`config.mk`:
```
export PLATFORM = sky130hd
export DESIGN_NAME = lock_supervisor
export DESIGN_NICKNAME = d
export VERILOG_FILES = /design/src/rtl/lsup_pkg.sv /design/src/rtl/lsup_sync.sv /design/src/rtl/lsup_health.sv /design/src/rtl/lsup_wait_timer.sv /design/src/rtl/lsup_sat_count.sv /design/src/rtl/lock_supervisor.sv
export SDC_FILE = /design/constraint.sdc
export NUM_CORES = 1
export LEC_CHECK = 0
export ABC_CLOCK_PERIOD_IN_PS = 3000
export BUFFER_PORTS_ARGS = -buffer_cell sky130_fd_sc_hd__clkbuf_2
export CELL_PAD_IN_SITES_DETAIL_PLACEMENT = 1
export CELL_PAD_IN_SITES_GLOBAL_PLACEMENT = 2
export CORE_MARGIN = 5
export CORE_UTILIZATION = 38
export DETAILED_ROUTE_END_ITERATION = 12
export PLACE_DENSITY_LB_ADDON = 0.1
export SYNTH_ARGS = -nofsm -noshare
export SYNTH_HDL_FRONTEND = slang
export SYNTH_SLANG_ARGS = --single-unit
```
`constraint.sdc`:
```
create_clock -name clk_ref -period 3 [get_ports clk_ref]
set_input_delay 0.3 -clock clk_ref [delete_from_list [all_inputs] [get_ports clk_ref]]
set_output_delay 0.3 -clock clk_ref [all_outputs]
set_load 0.02 [all_outputs]
```
`src/rtl/lsup_pkg.sv`:
```
package lsup_pkg;

    typedef enum logic [2:0] {
        SV_OFF    = 3'd0,
        SV_PULSE  = 3'd1,
        SV_SETTLE = 3'd2,
        SV_PROBE  = 3'd3,
        SV_WATCH  = 3'd4
    } sup_state_e;

    // synchronized status flags, bit order used by the synchronizer bus
    typedef struct packed {
        logic lock;
        logic in_stop;
        logic fx_stop;
    } stat_t;

    typedef struct packed {
        sup_state_e st;
        logic       pulse;
        logic       hold;
        logic       sticky;
    } ctl_t;

endpackage

```
`src/rtl/lsup_sync.sv`:
```
module lsup_sync #(
    parameter int W      = 3,
    parameter int STAGES = 2
) (
    input  logic         clk,
    input  logic         rst_n,
    input  logic [W-1:0] async_i,
    output logic [W-1:0] sync_o
);
    logic [STAGES-1:0][W-1:0] chain_d, chain_q;

    generate
        if (STAGES == 1) begin : g_single
            always_comb chain_d = async_i;
        end else begin : g_multi
            always_comb chain_d = {chain_q[STAGES-2:0], async_i};
        end
    endgenerate

    always_ff @(posedge clk or negedge rst_n) begin
        if (!rst_n) chain_q <= '0;
        else        chain_q <= chain_d;
    end

    assign sync_o = chain_q[STAGES-1];
endmodule

```
`src/rtl/lsup_health.sv`:
```
module lsup_health
    import lsup_pkg::*;
(
    input  stat_t stat_i,
    input  logic  fx_mode,
    output logic  fault_o,
    output logic  good_o
);
    always_comb begin
        fault_o = stat_i.in_stop | (fx_mode & stat_i.fx_stop);
        good_o  = stat_i.lock & ~fault_o;
    end
endmodule

```
`src/rtl/lsup_wait_timer.sv`:
```
module lsup_wait_timer #(
    parameter int SETTLE_CYC = 100
) (
    input  logic clk,
    input  logic rst_n,
    input  logic load,
    output logic done
);
    localparam int CNT_W = (SETTLE_CYC > 1) ? $clog2(SETTLE_CYC) : 1;
    localparam logic [CNT_W-1:0] LOAD_VAL = CNT_W'(SETTLE_CYC - 1);

    logic [CNT_W-1:0] cnt_d, cnt_q;

    always_comb begin
        cnt_d = cnt_q;
        if (load)               cnt_d = LOAD_VAL;
        else if (cnt_q != '0)   cnt_d = cnt_q - CNT_W'(1);
    end

    always_ff @(posedge clk or negedge rst_n) begin
        if (!rst_n) cnt_q <= '0;
        else        cnt_q <= cnt_d;
    end

    assign done = (cnt_q == '0);
endmodule

```
`src/rtl/lsup_sat_count.sv`:
```
module lsup_sat_count #(
    parameter int W = 4
) (
    input  logic         clk,
    input  logic         rst_n,
    input  logic         clr,
    input  logic         inc,
    output logic [W-1:0] count_o
);
    logic [W-1:0] cnt_d, cnt_q;

    always_comb begin
        cnt_d = cnt_q;
        if (clr)                       cnt_d = '0;
        else if (inc && cnt_q != '1)   cnt_d = cnt_q + W'(1);
    end

    always_ff @(posedge clk or negedge rst_n) begin
        if (!rst_n) cnt_q <= '0;
        else        cnt_q <= cnt_d;
    end

    assign count_o = cnt_q;
endmodule

```
`src/rtl/lock_supervisor.sv`:
```
module lock_supervisor
    import lsup_pkg::*;
#(
    parameter int CYC_PER_US  = 25,
    parameter int WAIT_US     = 4,
    parameter int SETTLE_CYC  = CYC_PER_US * WAIT_US,
    parameter int RETRY_W     = 4,
    parameter int SYNC_STAGES = 2
) (
    input  logic               clk_ref,
    input  logic               rst_n,
    input  logic               auto_en,
    input  logic               usr_rst,
    input  logic               fx_mode,
    input  logic               lock_raw,
    input  logic               inclk_stop_raw,
    input  logic               fxclk_stop_raw,
    output logic               synth_rst,
    output logic               hold_rst,
    output logic               relock_seen,
    output logic [RETRY_W-1:0] retry_cnt
);
    localparam int STAT_W = $bits(stat_t);

    stat_t stat_s;
    logic  fault, good;
    logic  tmr_load, tmr_done;
    logic  rc_clr, rc_inc, retry;
    ctl_t  ctl_d, ctl_q;

    lsup_sync #(.W(STAT_W), .STAGES(SYNC_STAGES)) u_sync (
        .clk     (clk_ref),
        .rst_n   (rst_n),
        .async_i ({lock_raw, inclk_stop_raw, fxclk_stop_raw}),
        .sync_o  (stat_s)
    );

    lsup_health u_health (
        .stat_i  (stat_s),
        .fx_mode (fx_mode),
        .fault_o (fault),
        .good_o  (good)
    );

    lsup_wait_timer #(.SETTLE_CYC(SETTLE_CYC)) u_timer (
        .clk   (clk_ref),
        .rst_n (rst_n),
        .load  (tmr_load),
        .done  (tmr_done)
    );

    lsup_sat_count #(.W(RETRY_W)) u_retries (
        .clk     (clk_ref),
        .rst_n   (rst_n),
        .clr     (rc_clr),
        .inc     (rc_inc),
        .count_o (retry_cnt)
    );

    always_comb begin
        ctl_d       = ctl_q;
        ctl_d.pulse = 1'b0;
        ctl_d.hold  = usr_rst | ~good;
        tmr_load    = 1'b0;
        rc_clr      = 1'b0;
        rc_inc      = 1'b0;
        retry       = 1'b0;

        if (!auto_en) begin
            // pass-through only
            ctl_d.st    = SV_OFF;
            ctl_d.pulse = usr_rst;
            if (usr_rst) begin
                ctl_d.sticky = 1'b0;
                rc_clr       = 1'b1;
            end
        end else if (usr_rst) begin
            // user reset wins over any automatic action this cycle
            ctl_d.st     = SV_SETTLE;
            ctl_d.pulse  = 1'b1;
            ctl_d.sticky = 1'b0;
            rc_clr       = 1'b1;
            tmr_load     = 1'b1;
        end else begin
            case (ctl_q.st)
                SV_OFF:    ctl_d.st = SV_PROBE;
                SV_PROBE:  if (good) ctl_d.st = SV_WATCH; else retry = 1'b1;
                SV_WATCH:  if (!good) retry = 1'b1;
                SV_PULSE: begin
                    ctl_d.st = SV_SETTLE;
                    tmr_load = 1'b1;
                end
                SV_SETTLE: if (tmr_done) ctl_d.st = SV_PROBE;
                default:   ctl_d.st = SV_OFF;
            endcase
            if (retry) begin
                ctl_d.st     = SV_PULSE;
                ctl_d.pulse  = 1'b1;
                ctl_d.sticky = 1'b1;
                rc_inc       = 1'b1;
            end
        end
    end

    always_ff @(posedge clk_ref or negedge rst_n) begin
        if (!rst_n) begin
            ctl_q.st     <= SV_OFF;
            ctl_q.pulse  <= 1'b0;
            ctl_q.hold   <= 1'b1;
            ctl_q.sticky <= 1'b0;
        end else begin
            ctl_q <= ctl_d;
        end
    end

    assign synth_rst   = ctl_q.pulse;
    assign hold_rst    = ctl_q.hold;
    assign relock_seen = ctl_q.sticky;
endmodule

```
=== Word level (Yosys, flattened, before mapping) ===
Cells that the tools add are included.

* Add/subtract/negate cells: 2
* Multiply operators: 0
* Divide/modulo/power cells: 0
* Order comparisons: 0
* Equality and inequality tests: 8
* Shift-type cells: 0
* Multiplexer cells: 25
* Bitwise gates (word level): 6
* Reductions and logical operators: 11

{| class="wikitable"
|+ Operators with widths
! kind !! number
|-
| 4-bit two-way mux || 5
|-
| 1-bit two-way mux || 15
|-
| 3-bit case mux with 5 select lines || 1
|-
| 7-bit two-way mux || 2
|-
| 5-bit != test, second input constant || 2
|-
| 4-bit != test, second input constant || 2
|-
| 2-bit nonzero test || 4
|-
| 7-bit zero test || 1
|-
| 7-bit nonzero test || 1
|-
| 7-bit by 1-bit subtractor with 7-bit output, second input constant || 1
|-
| 3-bit by 2-bit equality test with 1-bit output, second input constant || 2
|-
| 3-bit two-way mux || 2
|-
| 4-bit by 1-bit adder with 4-bit output, second input constant || 1
|-
| 3-bit by 1-bit equality test with 1-bit output, second input constant || 1
|-
| 3-bit equality test, second input constant || 1
|-
| 3-bit zero test || 1
|-
| 3-bit AND reduction || 1
|-
| 1-bit bitwise AND || 2
|-
| 1-bit inverter || 2
|-
| 1-bit OR || 2
|-
| 2-bit AND reduction || 1
|-
| 2-bit OR reduction || 1
|-
| 1-bit logical AND || 1
|}

* Register bits after elaboration: 23
* Bits in latches: 0
* Memory bits (writable): 0
* Memory bits (read-only): 0
* Input bits: 8
* Output and inout port bits: 7
* Word-level logic and storage cells: 60
* Memories kept: 0

=== Depth between registers and ports, before layout ===
* Word-level depth: 14
* Gate-level depth with buffers: 6
* Gate-level depth less buffers: 6

=== Hierarchy ===
A second synthesis with hierarchy kept.

* Cell total of the unflattened synthesis: 96
* Area, all modules: 1,054.8 um^2

{| class="wikitable"
|+ By module, submodules not included
! module !! times used !! cells an instance !! area each (um^2) !! seq. area each (um^2)
|-
| lsup_wait_timer || 1 || 39 || 376.6 || 175.2
|-
| lock_supervisor || 1 || 28 || 281.5 || 151.4
|-
| lsup_sat_count || 1 || 20 || 229.0 || 100.1
|-
| lsup_sync || 1 || 6 || 150.1 || 150.1
|-
| lsup_health || 1 || 3 || 17.5 || 0.0
|}

=== Worst setup path after synthesis ===
OpenSTA, ideal clock, no wires.

* Path kind: flip-flop to flip-flop
* From: reg ctl_q[4] in the netlist's numbering
* To: reg u_retries.cnt_q[3] (netlist: u_retries.count_o[3])
* Setup time: 0.139 ns
* Arrival: 1.606 ns
* Required time: 2.861 ns
* Setup slack: 1.255 ns
* Cell stages (with the launch flop): 5
* Path buffers: 0
* Period minus slack after synthesis: 1.745 ns
* Path through: dfrtp_1 -> or3b_1 -> a221o_1 -> o311ai_0 -> o31ai_1

* Longest elaborated chain between the ends: 10
* Elaborated cells between the ends (all ways): 11
* Classes of those cells: eq/ne: 2; mux: 6; reduce/logical: 3

{| class="wikitable"
|+ Ends and longest elaborated chain
! what !! line !! RTL
|-
| from (decl) || lock_supervisor.sv:29 || <nowiki>ctl_t ctl_d, ctl_q;</nowiki>
|-
| from (signal assigned) || lock_supervisor.sv:112 || <nowiki>ctl_q <= ctl_d;</nowiki>
|-
| 3-bit equality test / 3-bit by 2-bit equality test with 1-bit output (equally long branches) || lock_supervisor.sv:85 || <nowiki>case (ctl_q.st)</nowiki>
|-
| 2-bit OR reduction (no line) * || - ||
|-
| 1-bit two-way mux * || - ||
|-
| 1-bit two-way mux * || lock_supervisor.sv:77 || <nowiki>end else if (usr_rst) begin</nowiki>
|-
| 1-bit two-way mux * || lock_supervisor.sv:69 || <nowiki>if (!auto_en) begin</nowiki>
|-
| 1-bit two-way mux * || lock_supervisor.sv:96 || <nowiki>if (retry) begin</nowiki>
|-
| 1-bit two-way mux * || lock_supervisor.sv:77 ||
|-
| 1-bit two-way mux * || lock_supervisor.sv:69 ||
|-
| 1-bit logical AND * || lsup_sat_count.sv:15 || <nowiki>else if (inc && cnt_q != '1) cnt_d = cnt_q + W'(1);</nowiki>
|-
| 2-bit nonzero test (no line) * || - ||
|-
| to (signal assigned) || lsup_sat_count.sv:20 || <nowiki>else cnt_q <= cnt_d;</nowiki>
|-
| to (decl) || lsup_sat_count.sv:10 || <nowiki>logic [W-1:0] cnt_d, cnt_q;</nowiki>
|}

Mark *: on every way between the ends. The rest lies on a longest branch, timed or not. The select of a mux whose other input is x is not followed.
A chain may end at the register's enable or synchronous reset.

=== Worst setup path after layout ===
* From: reg ctl_q[4] in the netlist's numbering
* To: reg u_retries.cnt_q[2] (netlist: u_retries.count_o[2])

The elaborated chain is that of the path after synthesis.

==> results.yml <==
worst_setup_path:
  cp_max_fo: 6
  crit_path_top_delay_cell: "a221oi_1"
  r2r-start: "ctl_q[4]"
  critical_path_class: "flop to flop"
  cp.required_ps: 3220
  max_stage_delay_ps: 570
  cp.arrival_ps: 2190
  crit_chain: "or3b_1 > a221oi_1 > a21oi_1 > a311oi_1"
  crit_path_start: "ctl_q[4]"
  cp_num_buf_inv: 0
  cp_top_family: "compound AO/OA/AOI/OAI gates"
  cp-start-kind: "flop"
  critPathCaptureType: "flop"
timing:
  finalCritPeriodShare: 0.658
  max_freq_mhz: 507
  fin_crit_ps: 1970
  worst_pin_slew_ps: 561
  relSlewSlack: 0.616
  hold_violations: 0
  finalSetupViolCount: 0
  finalMaxSlewViolations: 0
  hold_ws_ps: 79.0
  rsz0062_at_grt: "no"
  tns_ps: 0
  finClkSkew_ps: 6.97
pwr:
  swShare: 0.306
  p_seq_frac: 0.578
  ir_drop_mv: 0.302
  pwr-share-comb: 0.200
  power_density_nw_per_um2: 575
  leakagePower_nw: 0.531
  switchingPower_mw: 0.204
  p_int_mw: 0.462
  clkPwrFrac: 0.222
die:
  core_um2: 2520
  initial_core_util: 0.402
  row_count: 18
  fp.dieW_um: 61.6
  io_pins: 15
  dieArea_um2: 3800
  die_h_um: 61.6
global_routing:
  grt_pass1_vias: 843
  grt_overflow: 0
  antenna_found_initial: 0
  grt_max_degree: 24
  grt_usage: 0.141
  grt_pass1_wl_mm: 3.82
placed_design:
  dpl.hpwl_mm: 1.66
  gp_congestion: 0.722
  portBuffers: 14
cells_and_area:
  regArea_um2: 577
  syn_to_final_growth_pct: 14.2
  nets: 122
  antennaDiodeCount: 0
  drive_gt1_frac: 0.191
  n_fill_cell: 299
  multiInputGateArea_um2: 418
detailed_routing:
  via_per_inst: 5.42
  wl_met2_mm: 1.16
  post_drt_wl_per_cell_um: 15.6
  final_antenna_net_count: 0
  drcViolationCount: 0
  dr_wl_met3_um: 72
  vias: 759
  first_iter_violations: 21
  drt-met1-wl_um: 937
  highest_layer: "met4"
  drt_wl_total_mm: 2.19
  first_pass_iters: 4
clock_network:
  postCtsSetupRepairBufs: 0
  h-tree-depth: 1
  cts_sinks: 23
  cts_resized: 0
  cts_tree: "yes"
  cts_hold_buf: 1
  clk_pin_slew_ps: 140
  worstSkewPairLatency_ps: 310
  cts_buffers: 3
  clockRootBuffer: "clkbuf_4"
  cts_buffer_depth: 2
yosys:
  ys_warn_count: 0
  synth_seq_cells: 23
  synth_area_um2: 1010
  ys_seq_area_frac: 0.569
  synth_cell_types: 32
  syn-num-nets: 103
  netlist.area_leader.share: 0.543
  synth_largest_area_cell: "dfrtp_1"
  synthCells: 92
  synth_area_leaders: "dfrtp_1, ha_1, a21oi_1"
  postSynthAreaPerCell_um2: 11.0
run:
  cap_violations: 0
min_path:
  hold_path_class: "input port to flop"
  hp-start: "inclk_stop_raw"
outcome:
  outcome: "complete, no violations"
==> state kept, by name, indices dropped and copies added (netlist names) <==
register,count
u_timer.cnt_q,7
u_sync.chain_d,3
ctl_q,3
u_retries.count_o,4
hold_rst,1
u_sync.sync_o,3
relock_seen,1
synth_rst,1
==> layout by cell type (no fill, tap or decap), types with 4 or more instances in the layout <==
cell / n
dfrtp_1: 22
clkbuf_2: 14
nand2_1: 8
a21oi_1: 7
nor2b_1: 4
inv_1: 4
o21ai_0: 4
xnor2_1: 4
nor2_1: 4
==> metal layers <==
layer  vias up  track usage
li1        366            -
met1       380        0.165
met2        11        0.256
met3         2       0.0273
met4         0       0.0455
met5         -            0
==> through the flow <==
| step | util | setup slack, ps | cells | area (um2) | total power, mW |
|---|---|---|---|---|---|
| 6_report | 0.459 | 1030 | 140 | 1160 | 0.666 |
| 5_1_grt | 0.459 | 850 | 140 | 1160 | 0.717 |
| 4_1_cts | 0.459 | 988 | 140 | 1160 | 0.679 |
| 3_5_place_dp | 0.443 | 1020 | 135 | 1120 | 0.526 |
| 3_3_place_gp | 0.443 | 1140 | 135 | 1120 | 0.516 |
| 2_1_floorplan | - | 1250 | 92 | 1010 | 0.480 |
==> cells in the mapped netlist <==
cell type  count
a2111oi_0      2
a211o_1        1
a21o_1         1
a21oi_1        7
a221o_1        1
a221oi_1       1
a22o_1         1
a311oi_1       1
a31o_2         1
and2_0         1
and3_1         1
clkbuf_1       1
dfrtp_1       22
dfstp_2        1
ha_1           3
inv_1          4
nand2_1        8
nand2b_1       1
nand3_1        3
nand3b_1       2
nor2_1         4
nor2b_1        4
nor3_1         1
nor3b_1        3
o21a_1         2
o21ai_0        4
o311ai_0       1
o31ai_1        1
or2_2          1
or3_1          3
or3b_1         1
xnor2_1        4
==> cells by family after synthesis <==
logic type,share of synthesized area
XOR/XNOR,0.0346
AND/OR/NAND/NOR,0.178
flip-flops,0.569
AO/OA/AOI/OAI,0.163
buffers and inverters,0.0185
adder cells (fa/ha/maj),0.0370
==> path summary, 6_finish.rpt <==
| path | to | slack (ps) | cells past startpoint |
|---|---|---|---|
| max in group asynchronous | hold_rst | 2110 | 2 |
| hold / removal | u_sync.chain_d[4] | 80 | 1 |
| hold reg to reg | u_sync.sync_o[0] | 370 | 0 |
| setup reg to reg | u_retries.count_o[2] | 1030 | 4 |
| setup / recovery | u_retries.count_o[2] | 1030 | 4 |
| min in group asynchronous | u_timer.cnt_q[6] | 500 | 2 |
==> power by group through the flow <==
stage / clock network [mW] / registers [mW] / logic [mW]
4_1_cts: 0.156 / 0.386 / 0.137
3_3_place_gp: 0 / 0.388 / 0.128
3_5_place_dp: 0 / 0.392 / 0.134
5_1_grt: 0.173 / 0.392 / 0.152
6_report: 0.148 / 0.385 / 0.133
2_1_floorplan: 0 / 0.384 / 0.0953
==> layout make-up <==
cell class,count,area share
flip-flops and latches,23,0.498
multi-input cells,64,0.361
clock buffers,3,0.0195
well taps,30,0.0324
inverters,4,0.0130
clock inverters,1,0.00649
repair buffers,15,0.0692
Power figures use the tool's default switching activity.
